File: src/rtl/cfgld_pkg.sv
package cfgld_pkg;
  // word bit positions the decoders depend on
  localparam int LO_REG_ADDR  = 5;
  localparam int LO_DRV_BIT   = 3;
  localparam int LO_EXT_BIT   = 4;
  localparam int CP_REG_ADDR  = 4;
  localparam int CP_CODE_LSB  = 10;
  localparam int CP_REF_BIT   = 18;

  typedef enum int {
    TV_PHASE = 0,
    TV_DATA  = 1,
    TV_GAP   = 2,
    TV_WIDTH = 3
  } tviol_idx_e;
  localparam int TV_W = 4;
endpackage

File: src/rtl/cfgld_sync.sv
module cfgld_sync #(
  parameter int W      = 3,
  parameter int STAGES = 2
) (
  input  logic         clk,
  input  logic         rst_n,
  input  logic [W-1:0] din,
  output logic [W-1:0] dout
);
  for (genvar b = 0; b < W; b++) begin : g_bit
    logic [STAGES-1:0] chain;
    always_ff @(posedge clk or negedge rst_n) begin
      if (!rst_n) chain <= '0;
      else        chain <= {chain[STAGES-2:0], din[b]};
    end
    assign dout[b] = chain[STAGES-1];
  end
endmodule

File: src/rtl/cfgld_timing.sv
module cfgld_timing
  import cfgld_pkg::*;
#(
  parameter int CW        = 8,
  parameter int PHASE_MIN = 2,
  parameter int SETUP_MIN = 1,
  parameter int HOLD_MIN  = 1,
  parameter int GAP_MIN   = 1,
  parameter int LE_MIN    = 2
) (
  input  logic            clk,
  input  logic            rst_n,
  input  logic            s_clk,
  input  logic            s_dat,
  input  logic            s_le,
  output logic            bit_vld,
  output logic            load,
  output logic [TV_W-1:0] tviol
);
  localparam logic [CW:0]   PHASE_L = (CW+1)'(PHASE_MIN);
  localparam logic [CW:0]   SETUP_L = (CW+1)'(SETUP_MIN);
  localparam logic [CW:0]   GAP_L   = (CW+1)'(GAP_MIN);
  localparam logic [CW-1:0] LE_L    = CW'(LE_MIN);
  localparam logic [CW-1:0] HOLD_L  = CW'(HOLD_MIN);

  logic p_clk, p_dat, p_le;
  logic clk_rise, clk_edge, dat_chg, le_rise, le_fall;
  logic [CW-1:0] ph_cnt, dat_cnt, gap_cnt, le_cnt, hold_cnt;
  logic [CW:0]   stab_len, gap_len, ph_len;

  function automatic logic [CW-1:0] sat_inc(input logic [CW-1:0] c);
    return (c == '1) ? c : c + 1'b1;
  endfunction

  assign clk_rise = s_clk & ~p_clk;
  assign clk_edge = s_clk ^ p_clk;
  assign dat_chg  = s_dat ^ p_dat;
  assign le_rise  = s_le & ~p_le;
  assign le_fall  = ~s_le & p_le;
  assign ph_len   = {1'b0, ph_cnt} + 1'b1;
  assign stab_len = dat_chg  ? '0 : {1'b0, dat_cnt} + 1'b1;
  assign gap_len  = clk_rise ? '0 : {1'b0, gap_cnt} + 1'b1;

  assign bit_vld = clk_rise;
  assign load    = le_rise;

  always_ff @(posedge clk or negedge rst_n) begin
    if (!rst_n) begin
      p_clk    <= 1'b0;
      p_dat    <= 1'b0;
      p_le     <= 1'b0;
      ph_cnt   <= '1;
      dat_cnt  <= '1;
      gap_cnt  <= '1;
      le_cnt   <= '0;
      hold_cnt <= '0;
      tviol    <= '0;
    end else begin
      p_clk   <= s_clk;
      p_dat   <= s_dat;
      p_le    <= s_le;
      ph_cnt  <= clk_edge ? '0 : sat_inc(ph_cnt);
      dat_cnt <= dat_chg  ? '0 : sat_inc(dat_cnt);
      gap_cnt <= clk_rise ? '0 : sat_inc(gap_cnt);
      if (le_rise)   le_cnt <= CW'(1);
      else if (s_le) le_cnt <= sat_inc(le_cnt);
      if (clk_rise)              hold_cnt <= HOLD_L;
      else if (hold_cnt != '0)   hold_cnt <= hold_cnt - 1'b1;
      tviol[TV_PHASE] <= clk_edge && (ph_len < PHASE_L);
      tviol[TV_DATA]  <= (clk_rise && (stab_len < SETUP_L)) ||
                         (dat_chg && (hold_cnt != '0));
      tviol[TV_GAP]   <= le_rise && (gap_len < GAP_L);
      tviol[TV_WIDTH] <= le_fall && (le_cnt < LE_L);
    end
  end
endmodule

File: src/rtl/cfgld_shift.sv
module cfgld_shift #(
  parameter int WORD_W = 24
) (
  input  logic              clk,
  input  logic              rst_n,
  input  logic              bit_vld,
  input  logic              bit_in,
  output logic [WORD_W-1:0] word
);
  always_ff @(posedge clk or negedge rst_n) begin
    if (!rst_n)       word <= '0;
    else if (bit_vld) word <= {word[WORD_W-2:0], bit_in};
  end
endmodule

File: src/rtl/cfgld_regs.sv
module cfgld_regs #(
  parameter int WORD_W = 24,
  parameter int ADDR_W = 3,
  parameter logic [(1<<ADDR_W)-1:0] IMPL_MASK = 8'hBF
) (
  input  logic clk,
  input  logic rst_n,
  input  logic load,
  input  logic [WORD_W-1:0] word,
  output logic [(1<<ADDR_W)*(WORD_W-ADDR_W)-1:0] cfg_words
);
  localparam int NREG    = 1 << ADDR_W;
  localparam int FIELD_W = WORD_W - ADDR_W;

  logic [ADDR_W-1:0]  addr;
  logic [FIELD_W-1:0] field;
  assign addr  = word[ADDR_W-1:0];
  assign field = word[WORD_W-1:ADDR_W];

  for (genvar g = 0; g < NREG; g++) begin : g_reg
    if (IMPL_MASK[g]) begin : g_impl
      logic [FIELD_W-1:0] r;
      always_ff @(posedge clk or negedge rst_n) begin
        if (!rst_n)                               r <= '0;
        else if (load && addr == ADDR_W'(g))      r <= field;
      end
      assign cfg_words[g*FIELD_W +: FIELD_W] = r;
    end else begin : g_none
      assign cfg_words[g*FIELD_W +: FIELD_W] = '0;
    end
  end
endmodule

File: src/rtl/cfgld_top.sv
module cfgld_top
  import cfgld_pkg::*;
#(
  parameter int WORD_W    = 24,
  parameter int ADDR_W    = 3,
  parameter logic [(1<<ADDR_W)-1:0] IMPL_MASK = 8'hBF,
  parameter int SYNC_STG  = 2,
  parameter int CW        = 8,
  parameter int PHASE_MIN = 2,
  parameter int SETUP_MIN = 1,
  parameter int HOLD_MIN  = 1,
  parameter int GAP_MIN   = 1,
  parameter int LE_MIN    = 2
) (
  input  logic clk,
  input  logic rst_n,
  input  logic ser_clk,
  input  logic ser_dat,
  input  logic ser_le,
  input  logic lo_sel,
  output logic [(1<<ADDR_W)*(WORD_W-ADDR_W)-1:0] cfg_words,
  output logic lo_pins_out,
  output logic lo_pins_in,
  output logic [1:0] cp_cur_code,
  output logic cp_ext_ref,
  output logic [TV_W-1:0] tviol
);
  localparam int FIELD_W = WORD_W - ADDR_W;
  localparam int LO_BASE = LO_REG_ADDR * FIELD_W;
  localparam int CP_BASE = CP_REG_ADDR * FIELD_W;

  logic [2:0] pins_s;
  logic bit_vld, load;
  logic [WORD_W-1:0] word;
  logic lo_drv, lo_ext;

  cfgld_sync #(.W(3), .STAGES(SYNC_STG)) sync_i (
    .clk(clk), .rst_n(rst_n),
    .din({ser_le, ser_dat, ser_clk}), .dout(pins_s)
  );

  cfgld_timing #(
    .CW(CW), .PHASE_MIN(PHASE_MIN), .SETUP_MIN(SETUP_MIN),
    .HOLD_MIN(HOLD_MIN), .GAP_MIN(GAP_MIN), .LE_MIN(LE_MIN)
  ) tim_i (
    .clk(clk), .rst_n(rst_n),
    .s_clk(pins_s[0]), .s_dat(pins_s[1]), .s_le(pins_s[2]),
    .bit_vld(bit_vld), .load(load), .tviol(tviol)
  );

  cfgld_shift #(.WORD_W(WORD_W)) shf_i (
    .clk(clk), .rst_n(rst_n), .bit_vld(bit_vld), .bit_in(pins_s[1]), .word(word)
  );

  cfgld_regs #(.WORD_W(WORD_W), .ADDR_W(ADDR_W), .IMPL_MASK(IMPL_MASK)) regs_i (
    .clk(clk), .rst_n(rst_n), .load(load), .word(word), .cfg_words(cfg_words)
  );

  assign lo_drv      = cfg_words[LO_BASE + LO_DRV_BIT - ADDR_W];
  assign lo_ext      = cfg_words[LO_BASE + LO_EXT_BIT - ADDR_W];
  assign lo_pins_out = lo_sel | (lo_drv & ~lo_ext);
  assign lo_pins_in  = ~lo_sel & ~lo_drv & lo_ext;
  assign cp_cur_code = cfg_words[CP_BASE + CP_CODE_LSB - ADDR_W +: 2];
  assign cp_ext_ref  = cfg_words[CP_BASE + CP_REF_BIT - ADDR_W];
endmodule

File: config.mk
export PLATFORM = sky130hd
export DESIGN_NAME = cfgld_top
export DESIGN_NICKNAME = d
export VERILOG_FILES = /design/src/rtl/cfgld_pkg.sv /design/src/rtl/cfgld_sync.sv /design/src/rtl/cfgld_timing.sv /design/src/rtl/cfgld_shift.sv /design/src/rtl/cfgld_regs.sv /design/src/rtl/cfgld_top.sv
export SDC_FILE = /design/constraint.sdc
export NUM_CORES = 1
export LEC_CHECK = 0
export ABC_AREA = 1
export CORE_ASPECT_RATIO = 1.5
export CORE_MARGIN = 5
export CORE_UTILIZATION = 45
export CTS_CLUSTER_DIAMETER = 100
export CTS_CLUSTER_SIZE = 8
export DETAILED_ROUTE_END_ITERATION = 16
export DONT_BUFFER_PORTS = 1
export PLACE_DENSITY = 0.61
export SLEW_MARGIN = 5
export SYNTH_ARGS = -nofsm -noshare
export SYNTH_HDL_FRONTEND = slang
export SYNTH_HIERARCHICAL = 1
export SYNTH_SLANG_ARGS = --single-unit
export TNS_END_PERCENT = 50
File: constraint.sdc
create_clock -name clk -period 1.57 [get_ports clk]
set_input_delay 0.2355 -clock clk [delete_from_list [all_inputs] [get_ports clk]]
set_output_delay 0.2355 -clock clk [all_outputs]
set_load 0.02 [all_outputs]
# == Yosys cells after proc, flatten, opt, wreduce, memory -nomap -nowiden ==
# Index checks and enable logic that the tools add are counted.
# op_classes
n_addsub,8
order_cmp,4
n_eq_ne,14
n_mux,13
bitwise,15
reduce_logical,18
# op_table
operator,count
8-bit two-way mux,11
"8-bit by 1-bit adder with 8-bit output, second input constant",4
"8-bit equality test, second input constant",4
"8-bit by 1-bit adder with 9-bit output, second input constant",3
"9-bit by 1-bit < comparator with 1-bit output, second input constant",2
9-bit two-way mux,2
1-bit logical AND,12
"3-bit equality test, second input constant",3
"9-bit by 2-bit < comparator with 1-bit output, second input constant",1
"8-bit by 2-bit < comparator with 1-bit output, second input constant",1
"2-bit by 1-bit != test with 1-bit output, second input constant",4
8-bit nonzero test,1
"8-bit by 1-bit subtractor with 8-bit output, second input constant",1
1-bit bitwise AND,6
"3-bit by 2-bit equality test with 1-bit output, second input constant",2
1-bit inverter,6
2-bit nonzero test,2
"3-bit by 1-bit equality test with 1-bit output, second input constant",1
3-bit logical NOT,1
2-bit AND reduction,1
1-bit bitwise XOR,2
1-bit logical OR,1
1-bit OR,1
# totals
ff_bits,224
out_inout_bits,177
elab_cells,92

# == Logic depth before layout (Yosys ltp) ==
# depth
depth_word,5
depth_mapped,11
ltp_nobuf,10

# == Modules after synthesis ==
# The synthesis kept the hierarchy.
# modules_own_cells
module,n_inst,cells_per_inst,area_each_um2,seq_area_each_um2
cfgld_regs,1,671,5864.4,3678.5
cfgld_timing,1,305,2523.7,1206.2
cfgld_shift,1,102,979.7,600.6
cfgld_sync,1,9,172.7,150.1
cfgld_top,1,9,47.5,0.0

# == Least setup slack after synthesis ==
# OpenSTA, ideal clock, no wires.
# synth_timing
path_kind,reg2reg
startpoint,register sync_i.g_bit[0].chain[1]
endpoint,register tim_i.gap_cnt[0]
setup_ns,0.082
t_arrival_ns,1.495
slack_ns,-0.007
path_stages_with_launch,8
n_path_buf,3
period_less_slack_ns,1.577
path_cell_list,dfrtp_1 > buf_4 > ha_1 > buf_2 > inv_1 > buf_4 > nand4_1 > o21ai_0
# synth_between
elab_chain_len,2
elab_cells_between_ends,3
classes_between,eq/ne (1); mux (1); bitwise (1)
# synth_rtl
item,line_no,source
from (decl),cfgld_sync.sv:11,logic [STAGES-1:0] chain;
from (signal assigned),cfgld_sync.sv:14,"else chain <= {chain[STAGES-2:0], din[b]};"
1-bit bitwise AND *,cfgld_timing.sv:35,assign clk_rise = s_clk & ~p_clk;
net bit_vld,cfgld_top.sv:33,"logic bit_vld, load;"
2-bit by 1-bit != test with 1-bit output (no source line) / 8-bit two-way mux (equally long branches),n/a,
to (signal assigned),cfgld_timing.sv:64,gap_cnt <= clk_rise ? '0 : sat_inc(gap_cnt);
to (decl),cfgld_timing.sv:28,"logic [CW-1:0] ph_cnt, dat_cnt, gap_cnt, le_cnt, hold_cnt;"
# The timed path passes the listed nets; every way through them passes the cells marked *.
# A chain may end at the register's enable or synchronous reset.

# == Worst setup path after layout ==
# layout_timing
startpoint,register tim_i.gap_cnt[1]
endpoint,register tim_i.tviol[2]
# layout_between
elab_chain_len,4
# layout_rtl
item,line_no,source
8-bit by 1-bit adder with 9-bit output,cfgld_timing.sv:42,"assign gap_len = clk_rise ? '0 : {1'b0, gap_cnt} + 1'b1;"
9-bit two-way mux,cfgld_timing.sv:42,
9-bit by 1-bit < comparator with 1-bit output,cfgld_timing.sv:72,tviol[TV_GAP] <= le_rise && (gap_len < GAP_L);
1-bit logical AND,cfgld_timing.sv:72,
"to (signal, indexed assignment)",cfgld_timing.sv:70,tviol[TV_DATA] <= (clk_rise && (stab_len < SETUP_L)) ||
"to (signal, indexed assignment)",cfgld_timing.sv:72,
"to (signal, indexed assignment)",cfgld_timing.sv:73,tviol[TV_WIDTH] <= le_fall && (le_cnt < LE_L);
to (decl),cfgld_timing.sv:18,output logic [TV_W-1:0] tviol
# Every way passes these cells.

==> metrics.cfg <==
[worst_setup_path]
crit-reg2reg-launch=tim_i/gap_cnt[1]
required_ns=1.98
worstSetupPathType=flop to flop
end_kind=flop
start_kind=flop
arrival_ns=1.92
startpoint=tim_i/gap_cnt[1]
crit_fanout=2

[finish]
fin_area_sq_mm=0.0110
drive_gt1_frac=0.145
num-fill-cells=1979
syn2layout_area_growth_pct=14.7
n_antenna_cell=0
post-route-util=0.524
num-nets-final=1143

[floorplan]
core_sq_mm=0.0210
start_util=0.457
ioPinCount=183
die_area_sq_mm=0.0244
die_w_microns=129
die_h_microns=189
rows=65

[clocking]
cts-hold-fix-buffers=3
clock_latency_ns=0.54
clock-root-buffer=clkbuf_16
clockBufferDepth=3
cts_buffers=31
cts_sinks=224
cts_tree=built
cts-htree-levels=1
cts.clk_slew.worst_paths_ns=0.05

[routing]
viasPerCell=5.09
drt-initial-drc-count=440
wl_mm=25.7
drc=0
vias=7168
wl_per_cell_microns=18.2
final_antenna_net_count=0
drt-pass1-iter-count=4

[synth]
synth_area_leaders=dfrtp_1 (52%), nand2_1 (19%), dfstp_2 (6.6%)
synth_warnings=6
synth-seq-cells=224
synth_cell_types=34
synth.most_common_cell=nand2_1
synth_area_leader_cell=dfrtp_1
synth_common_cells=nand2_1 (489), dfrtp_1 (200), nand3_1 (119), inv_1 (50), nor2_1 (38)
synth_ff_type=dfrtp_1
synth-async-reset-ratio=1.00
yosys.area.top_type_share=0.522
ys_seq_area_frac=0.588
synth_edf_count=0
synthCells=1096
synth.avg_cell_area_sq_um=8.75
syn_area_sq_mm=0.00959

[run_status]
violations=negative hold slack
outcome=finished, violations left

[grt]
groute.usage.overall=0.211
grt_pass1_vias=7259
antenna_found_initial=0
grt_max_degree=225
grt_pass1_wl_mm=40.7
grt_overflow=0

[timing]
rsz0062_at_grt=yes
period_share=0.959
worstMarginPinSlew_ns=0.604
hold_slack_ns=-0.583
setup_violations=0
finalHoldViolations=224
max-slew-margin-rel=0.597
min_period_ns=1.51
timing.fmax_mhz=664
fin_tns_setup_ns=0
slew_violations=0
fin_skew_ns=0.0221

[power_and_ir_drop]
vdd_drop_max_mv=0.710
power_leakage_nw=5.87
cellPowerDensity_mw_per_mm2=1390

[placed_design]
portBuffers=0
dp_hpwl_mm=16.4
gp_congestion=0.845
dpl_cell_area_sq_mm=0.00991

[run]
maxCapViolCount=0

[hold_path]
hp-class=input pin to asynchronous set/reset pin

## placed cells by master, fill, tap and decap left out, drive strengths merged
cell type	instances
nand2	502
dfrtp	200
nand3	119
inv	54
buf	50
clkbuf	43
nor2	43
o21ai	36
dfstp	24
conb	21
nand4	12
ha	7
xor2	6
a21oi	5
nor3	5
dlygate4sd3	3
nor4	3
o21bai	2
xnor2	2
nor3b	1
clkinvlp	1
a31oi	1
a211oi	1
## flip-flops by register name, indices dropped and copies added, names as in the netlist
register            flops
shf_i/word             24
tim_i/le_cnt            8
tim_i/gap_cnt           8
tim_i/p_dat             1
tim_i/ph_cnt            8
tim_i/hold_cnt          8
tim_i/p_le              1
tim_i/p_clk             1
regs_i/g.g_impl.r     147
tim_i/tviol             4
tim_i/dat_cnt           8
sync_i/g_bit.chain      6
## layout make-up
| class | count | area, sq um | share of cell area |
|---|---|---|---|
| flip-flops and latches | 224 | 5640 | 0.512 |
| multi-input cells | 766 | 3530 | 0.320 |
| clock buffers | 43 | 821 | 0.0746 |
| repair buffers | 53 | 459 | 0.0417 |
| well taps | 268 | 335 | 0.0305 |
| inverters | 54 | 214 | 0.0194 |
| clock inverters | 1 | 8.76 | 0.000796 |
## power by group
part / leakage, nW / switching [W] / internal [W]
logic: 2.49 / 0.00107 / 0.000696
registers: 2.98 / 0.00123 / 0.00643
clock network: 0.401 / 0.00229 / 0.00354
## worst paths after layout
| path | end | slack (ns) | cells after the start |
|---|---|---|---|
| setup / recovery | tim_i/tviol[2] | 0.06 | 9 |
| hold / removal | regs_i/g_reg[3].g_impl.r[3] | -0.58 | 0 |
| setup reg to reg | tim_i/tviol[2] | 0.06 | 9 |
| hold reg to reg | sync_i/g_bit[0].chain[1] | 0.35 | 0 |
| max in group asynchronous | tim_i/ph_cnt[2] | 1.80 | 0 |
| min in group clk | sync_i/g_bit[0].chain[0] | 0.28 | 1 |
## critical path, cell delays in order (launching register included)
cell and delay, ns:
dfstp_2 0.56, ha_4 0.14, buf_4 0.11, nand2_4 0.06, o21ai_0 0.20, nand2_2 0.07, nor2_1 0.09, nor2_1 0.05
nand3_1 0.07, nor2_1 0.05
## kinds of logic after synthesis
| family | after synthesis | synth area share |
|---|---|---|
| XOR/XNOR | 8 | 0.00927 |
| buffers and inverters | 126 | 0.0714 |
| AND/OR/NAND/NOR | 685 | 0.296 |
| flip-flops | 224 | 0.588 |
| adder cells (fa/ha/maj) | 7 | 0.00913 |
| AO/OA/AOI/OAI | 45 | 0.0260 |
| other | 1 | 0.000391 |
## metrics by stage
| stage | total power, W | std cells | setup slack (ns) |
|---|---|---|---|
| 2_1_floorplan | 0.00868 | 1116 | 0.00204 |
| 3_3_place_gp | 0.00933 | 1355 | 0.0492 |
| 3_5_place_dp | 0.00938 | 1355 | 0.0254 |
| 4_1_cts | 0.0153 | 1402 | 0.0173 |
| 5_1_grt | 0.0161 | 1409 | -0.0483 |
| 6_report | 0.0153 | 1409 | 0.0637 |
## metal layers
layer  track usage  up-vias  routed length, microns
met4        0.0715        0                     753
met3        0.0437       51                    1640
li1              -     3467                       -
met1         0.259     3436                   10100
met5             0        -                       0
met2         0.366      214                   13200
## repair_timing
action | 4_1_cts | 5_1_grt
buffers inserted | 0 | 7
resized for setup | 3 | 44
endpoints found under the hold margin | 227 | 224
pin swaps | 0 | 16
setup endpoints to repair | 3 | 44
Power figures use the tool's default switching activity.
